===== config.mk =====
export PLATFORM = sky130hd
export DESIGN_NAME = adc_sout
export DESIGN_NICKNAME = d
export VERILOG_FILES = /design/src/rtl/adc_sout_pkg.sv /design/src/rtl/adc_sout_edge.sv /design/src/rtl/adc_sout_ctrl.sv /design/src/rtl/adc_sout_shreg.sv /design/src/rtl/adc_sout.sv
export SDC_FILE = /design/constraint.sdc
export NUM_CORES = 1
export LEC_CHECK = 0
export ABC_AREA = 0
export BUFFER_PORTS_ARGS = -buffer_cell sky130_fd_sc_hd__buf_2
export CAP_MARGIN = 5
export CORE_MARGIN = 4
export CORE_UTILIZATION = 30
export DETAILED_ROUTE_END_ITERATION = 8
export GPL_ROUTABILITY_DRIVEN = 0
export GPL_TIMING_DRIVEN = 0
export PLACE_DENSITY = 0.58
export REMOVE_ABC_BUFFERS = 1
export SETUP_SLACK_MARGIN = 0.4
export SLEW_MARGIN = 30
export SYNTH_ARGS = -nofsm -noshare
export SYNTH_HDL_FRONTEND = slang
export SYNTH_SLANG_ARGS = --single-unit

===== constraint.sdc =====
create_clock -name clk_i -period 2.6 [get_ports clk_i]
set_input_delay 0.26 -clock clk_i [delete_from_list [all_inputs] [get_ports clk_i]]
set_output_delay 0.26 -clock clk_i [all_outputs]
set_load 0.01 [all_outputs]

===== src/rtl/adc_sout_pkg.sv =====
package adc_sout_pkg;
  typedef enum logic [2:0] {
    ST_IDLE   = 3'd0,
    ST_SAMPLE = 3'd1,
    ST_NULL   = 3'd2,
    ST_MSB    = 3'd3,
    ST_LSB    = 3'd4,
    ST_ZEROS  = 3'd5
  } state_e;
endpackage


===== src/rtl/adc_sout_edge.sv =====
module adc_sout_edge #(
  parameter int   STAGES  = 2,
  parameter logic RST_VAL = 1'b0
) (
  input  logic clk_i,
  input  logic rst_ni,
  input  logic async_i,
  output logic lvl_o,
  output logic rise_o,
  output logic fall_o
);
  logic [STAGES-1:0] sync_q;
  logic              prev_q;

  always_ff @(posedge clk_i or negedge rst_ni) begin
    if (!rst_ni) begin
      sync_q <= {STAGES{RST_VAL}};
      prev_q <= RST_VAL;
    end else begin
      sync_q <= {sync_q[STAGES-2:0], async_i};
      prev_q <= sync_q[STAGES-1];
    end
  end

  assign lvl_o  = sync_q[STAGES-1];
  assign rise_o = sync_q[STAGES-1] & ~prev_q;
  assign fall_o = ~sync_q[STAGES-1] & prev_q;
endmodule


===== src/rtl/adc_sout_ctrl.sv =====
module adc_sout_ctrl
  import adc_sout_pkg::*;
#(
  parameter int DATA_W = 12,
  localparam int IDX_W = $clog2(DATA_W)
) (
  input  logic             clk_i,
  input  logic             rst_ni,
  input  logic             cs_rise_i,
  input  logic             cs_fall_i,
  input  logic             sclk_rise_i,
  input  logic             sclk_fall_i,
  output state_e           state_o,
  output logic [IDX_W-1:0] idx_o,
  output logic             load_o,
  output logic             upd_o,
  output logic             zero_o
);
  localparam logic [IDX_W-1:0] LAST = IDX_W'(DATA_W - 1);

  state_e           st_q, st_d;
  logic [IDX_W-1:0] idx_q, idx_d;
  logic             rise_seen_q, rise_seen_d;
  logic             fall_cnt_q, fall_cnt_d;

  always_comb begin
    st_d        = st_q;
    idx_d       = idx_q;
    rise_seen_d = rise_seen_q;
    fall_cnt_d  = fall_cnt_q;
    load_o      = 1'b0;
    upd_o       = 1'b0;
    zero_o      = 1'b0;
    if (cs_rise_i) begin
      st_d   = ST_IDLE;
      upd_o  = 1'b1;
      zero_o = 1'b1;
    end else begin
      unique case (st_q)
        ST_IDLE: if (cs_fall_i) begin
          st_d        = ST_SAMPLE;
          rise_seen_d = 1'b0;
          fall_cnt_d  = 1'b0;
        end
        ST_SAMPLE: begin
          if (sclk_rise_i) rise_seen_d = 1'b1;
          // window closes on the second fall after the first rise
          if (sclk_fall_i && rise_seen_q) begin
            if (fall_cnt_q) begin
              st_d   = ST_NULL;
              load_o = 1'b1;
              upd_o  = 1'b1;
              zero_o = 1'b1;
            end else begin
              fall_cnt_d = 1'b1;
            end
          end
        end
        ST_NULL: if (sclk_fall_i) begin
          st_d  = ST_MSB;
          idx_d = LAST;
          upd_o = 1'b1;
        end
        ST_MSB: if (sclk_fall_i) begin
          upd_o = 1'b1;
          if (idx_q == '0) begin
            st_d  = ST_LSB;
            idx_d = IDX_W'(1);
          end else begin
            idx_d = idx_q - 1'b1;
          end
        end
        ST_LSB: if (sclk_fall_i) begin
          upd_o = 1'b1;
          if (idx_q == LAST) begin
            st_d   = ST_ZEROS;
            zero_o = 1'b1;
          end else begin
            idx_d = idx_q + 1'b1;
          end
        end
        ST_ZEROS: if (sclk_fall_i) begin
          upd_o  = 1'b1;
          zero_o = 1'b1;
        end
        default: st_d = ST_IDLE;
      endcase
    end
  end

  always_ff @(posedge clk_i or negedge rst_ni) begin
    if (!rst_ni) begin
      st_q        <= ST_IDLE;
      idx_q       <= '0;
      rise_seen_q <= 1'b0;
      fall_cnt_q  <= 1'b0;
    end else begin
      st_q        <= st_d;
      idx_q       <= idx_d;
      rise_seen_q <= rise_seen_d;
      fall_cnt_q  <= fall_cnt_d;
    end
  end

  assign state_o = st_q;
  assign idx_o   = idx_d;
endmodule


===== src/rtl/adc_sout_shreg.sv =====
module adc_sout_shreg #(
  parameter int DATA_W = 12,
  localparam int IDX_W = $clog2(DATA_W)
) (
  input  logic              clk_i,
  input  logic              rst_ni,
  input  logic [DATA_W-1:0] word_i,
  input  logic              load_i,
  input  logic              upd_i,
  input  logic              zero_i,
  input  logic [IDX_W-1:0]  idx_i,
  output logic [DATA_W-1:0] word_o,
  output logic              sdo_o
);
  logic [DATA_W-1:0] word_q;
  logic              sdo_q;

  always_ff @(posedge clk_i or negedge rst_ni) begin
    if (!rst_ni) begin
      word_q <= '0;
      sdo_q  <= 1'b0;
    end else begin
      if (load_i) word_q <= word_i;
      if (upd_i)  sdo_q  <= zero_i ? 1'b0 : word_q[idx_i];
    end
  end

  assign word_o = word_q;
  assign sdo_o  = sdo_q;
endmodule


===== src/rtl/adc_sout.sv =====
module adc_sout
  import adc_sout_pkg::*;
#(
  parameter int DATA_W      = 12,
  parameter int SYNC_STAGES = 2,
  localparam int IDX_W = $clog2(DATA_W)
) (
  input  logic              clk_i,
  input  logic              rst_ni,
  input  logic              cs_ni,
  input  logic              sclk_i,
  input  logic [DATA_W-1:0] conv_word_i,
  output logic              sdo_o,
  output logic              sdo_oe_o,
  output logic              pdn_o,
  output logic [2:0]        state_o
);
  logic cs_lvl, cs_rise, cs_fall;
  logic sclk_lvl, sclk_rise, sclk_fall;
  logic load, upd, zero;
  logic [IDX_W-1:0]  idx;
  logic [DATA_W-1:0] word_q;
  state_e            state;

  // select chain resets low: a select held low through reset yields no fall
  adc_sout_edge #(.STAGES(SYNC_STAGES), .RST_VAL(1'b0)) u_cs_edge (
    .clk_i, .rst_ni, .async_i(cs_ni),
    .lvl_o(cs_lvl), .rise_o(cs_rise), .fall_o(cs_fall)
  );

  adc_sout_edge #(.STAGES(SYNC_STAGES), .RST_VAL(1'b0)) u_sclk_edge (
    .clk_i, .rst_ni, .async_i(sclk_i),
    .lvl_o(sclk_lvl), .rise_o(sclk_rise), .fall_o(sclk_fall)
  );

  adc_sout_ctrl #(.DATA_W(DATA_W)) u_ctrl (
    .clk_i, .rst_ni,
    .cs_rise_i(cs_rise), .cs_fall_i(cs_fall),
    .sclk_rise_i(sclk_rise), .sclk_fall_i(sclk_fall),
    .state_o(state), .idx_o(idx),
    .load_o(load), .upd_o(upd), .zero_o(zero)
  );

  adc_sout_shreg #(.DATA_W(DATA_W)) u_shreg (
    .clk_i, .rst_ni,
    .word_i(conv_word_i), .load_i(load), .upd_i(upd), .zero_i(zero),
    .idx_i(idx), .word_o(word_q), .sdo_o(sdo_o)
  );

  assign sdo_oe_o = (state != ST_IDLE) && (state != ST_SAMPLE);
  assign pdn_o    = (state == ST_LSB) || (state == ST_ZEROS);
  assign state_o  = state;

  logic unused_lvl;
  assign unused_lvl = cs_lvl ^ sclk_lvl;
endmodule


==> flow_summary.json <==
{
  "setup_ws_ns": 0.202,
  "yosysMostFrequentCell": "dfrtp_1",
  "layout-drive-gt1-share": 0.458,
  "violations": "hold timing",
  "intPower_mw": 1.08,
  "cts_tree": "done",
  "critPathKind": "reg -> reg",
  "antenna_found_initial": 0,
  "outcome": "complete, but fails checks",
  "fin_nets": 227,
  "fin_skew_ns": 0.00594,
  "sw_frac_of_total": 0.382,
  "power_frac_comb": 0.483,
  "clock_power_share": 0.156,
  "arrival_ns": 2.57,
  "cpLargestDelayFamily": "compound AO/OA/AOI/OAI gates",
  "vdd_drop_max_uv": 391,
  "worstSetupEndpointType": "flop",
  "cp_max_fo": 4,
  "antenna_left": 0,
  "synth_top_area_frac": 0.412,
  "synth_warnings": 0,
  "min-delay-path-class": "in -> async",
  "met1_usage": 0.143,
  "finalCritPeriodShare": 0.922,
  "routed_wl_um": 3950,
  "syn_inst": 164,
  "dieWidth_um": 83.3,
  "finalCriticalPeriod_ns": 2.40,
  "dp_hpwl_um": 2560,
  "routed-via-count": 1392,
  "rsz0062_at_grt": "yes",
  "insertion_delay_ns": 0.28,
  "avgViaCountPerCell": 5.06,
  "fillers": 525,
  "cts_made_buffers": 3,
  "diodes": 0,
  "avgRoutedWirePerCell_um": 14.4,
  "start_kind": "flop",
  "synth.avg_cell_area_um2": 10.4,
  "io_buffers": 21,
  "async_flop_share": 1.00,
  "tightest_slew_ns": 0.627,
  "pwr_density_cell_mw_per_mm2": 804,
  "switchingPower_uw": 669,
  "io_pins": 22,
  "hold_viol_final": 28,
  "dr.pass1.iters": 4,
  "grt_pass1_vias": 1338,
  "synth_area_mm2": 0.00170,
  "ys.flop_type": "dfrtp_1",
  "h-tree-depth": 1,
  "worst_ep_required_time_ns": 2.77,
  "track_usage": 0.111,
  "maxCapViolCount": 0,
  "synth_edf_count": 0,
  "synth.area.top_cells": "dfrtp_1 41%, mux2_2 8.6%, ha_1 5.1%",
  "num_rows": 27,
  "cts_sinks": 28,
  "ys_seq_area_frac": 0.412,
  "area_growth_syn_to_layout_pct": 28.1,
  "setup_violations": 0,
  "core_area_mm2": 0.00551,
  "cts-root-buf": "clkbuf_8",
  "regArea_um2": 708,
  "die-area_mm2": 0.00694,
  "drt_iter0_markers": 47,
  "grt_max_degree": 29,
  "cp_slowest_cell": "dfrtp_2",
  "max-slew-margin-rel": 0.582,
  "synth_seq_cells": 28,
  "clk_pin_slew_worst_paths_ns": 0.10,
  "synth_common_cells": "28 x dfrtp_1, 13 x mux2_2, 12 x inv_1, 12 x nor2_1, 8 x nand2_1",
  "preCtsSetupSlack_ns": -0.184,
  "start_util": 0.309,
  "die_h_um": 83.3,
  "cts_buffer_depth": 2,
  "crit_chain": "inv_2, ha_4, nor3b_4, a21boi_2, a21boi_1, a211o_2, mux2_4, a221oi_2, a21oi_1, a21o_1",
  "grt.overflow.total": 0,
  "critPathBufInv": 1,
  "drcViolationCount": 0,
  "synth_top_cell_by_area": "dfrtp_1",
  "yosys.cell_types.count": 51,
  "grt_use_met2": 0.190,
  "fmax_mhz": 417,
  "finalHoldWorstSlack_ns": -0.00964,
  "seq_power_share": 0.361,
  "p_leak_nw": 0.995,
  "drv_slew": 0,
  "met3_usage": 0.0139,
  "utilization": 0.396,
  "multi_input_area_um2": 998,
  "grt_pass1_wl_um": 6480,
  "grt.busiest_layer": "met2",
  "cp_slowest_stage_delay_ns": 0.46
}
[per-layer routing]
metal,vias to the layer above,part of all wire
li1,674,-
met1,678,0.45
met2,30,0.49
met3,10,0.028
met4,0,0.026
met5,-,0
[cell families (layout without fill, tap and decap cells)]
family	count (synthesis)	in the layout	share of synthesized area
AOI/OAI and AO/OA	38	38	0.161
adders and majority gates	7	7	0.0515
buffers and inverters	20	59	0.0640
DFF	28	28	0.412
muxes	18	18	0.119
and+or+nand+nor	53	53	0.193
[state kept, by name, summed over array words and instances (netlist names)]
register,count
u_ctrl.rise_seen_q,1
u_sclk_edge.prev_q,1
u_sclk_edge.sync_q,2
u_ctrl.idx_q,4
u_ctrl.fall_cnt_q,1
u_cs_edge.prev_q,1
u_shreg.sdo_o,1
u_ctrl.state_o,3
u_shreg.word_o,12
u_cs_edge.sync_q,2
[path summary, 6_finish.rpt]
check | from | endpoint | slack, ns | cells after the start
setup / recovery | u_ctrl.idx_q[1] | u_shreg.sdo_o | 0.20 | 10
hold / removal | rst_ni | u_cs_edge.prev_q | -0.01 | 1
setup reg to reg | u_ctrl.idx_q[1] | u_shreg.sdo_o | 0.20 | 10
hold reg to reg | u_cs_edge.sync_q[0] | u_cs_edge.sync_q[1] | 0.36 | 0
max in group asynchronous | rst_ni | u_ctrl.idx_q[0] | 2.17 | 1
min in group clk_i | cs_ni | u_cs_edge.sync_q[0] | 0.09 | 1
[timing repair]
item / 4_1_cts / 5_1_grt
buffers inserted: 15 / 7
pin swaps: 6 / 6
hold buffers: 0 / 0
setup endpoints to repair: 13 / 14
resized for setup: 21 / 10
[placed cells by master, fill, tap and decap left out, types with 3 or more instances in the layout]
| cell | instances |
|---|---|
| a31oi_1 | 3 |
| mux2_2 | 13 |
| o21ai_0 | 3 |
| dfrtp_2 | 6 |
| mux2i_1 | 3 |
| o211ai_1 | 3 |
| clkbuf_8 | 4 |
| nor2_1 | 11 |
| inv_1 | 10 |
| ha_1 | 5 |
| dfrtp_1 | 22 |
| a21oi_1 | 6 |
| buf_2 | 21 |
| nand3_1 | 6 |
| buf_4 | 21 |
| nand2_1 | 7 |
[power by group through the flow]
| stage | combinational, mW | sequential, mW | clock, mW |
|---|---|---|---|
| 3_5_place_dp | 0.578 | 0.630 | 0 |
| 2_1_floorplan | 0.431 | 0.605 | 0 |
| 5_1_grt | 0.929 | 0.646 | 0.301 |
| 4_1_cts | 0.745 | 0.623 | 0.282 |
| 3_3_place_gp | 0.569 | 0.630 | 0 |
| 6_report | 0.847 | 0.633 | 0.273 |
[stage by stage]
stage / total power, mW / TNS, ns / hold slack (ns) / cell area (µm²) / instances
3_3_place_gp: 1.20 / -1.03 / 0.309 / 1830 / 249
6_report: 1.75 / 0 / -0.00964 / 2180 / 275
5_1_grt: 1.88 / 0 / 0.0330 / 2180 / 275
2_1_floorplan: 1.04 / 0 / -0.0356 / 1640 / 156
3_5_place_dp: 1.21 / -2.18 / 0.309 / 1830 / 249
4_1_cts: 1.65 / 0 / 0.00110 / 2070 / 268
[layout make-up]
cell class                 count  area share
sequential                    28       0.325
timing repair buffer          43       0.130
clock buffer                   4      0.0253
multi-input combinational    116       0.458
inverter                      12      0.0207
tap                           72      0.0413
No activity file was read; power rests on OpenSTA's default activity.
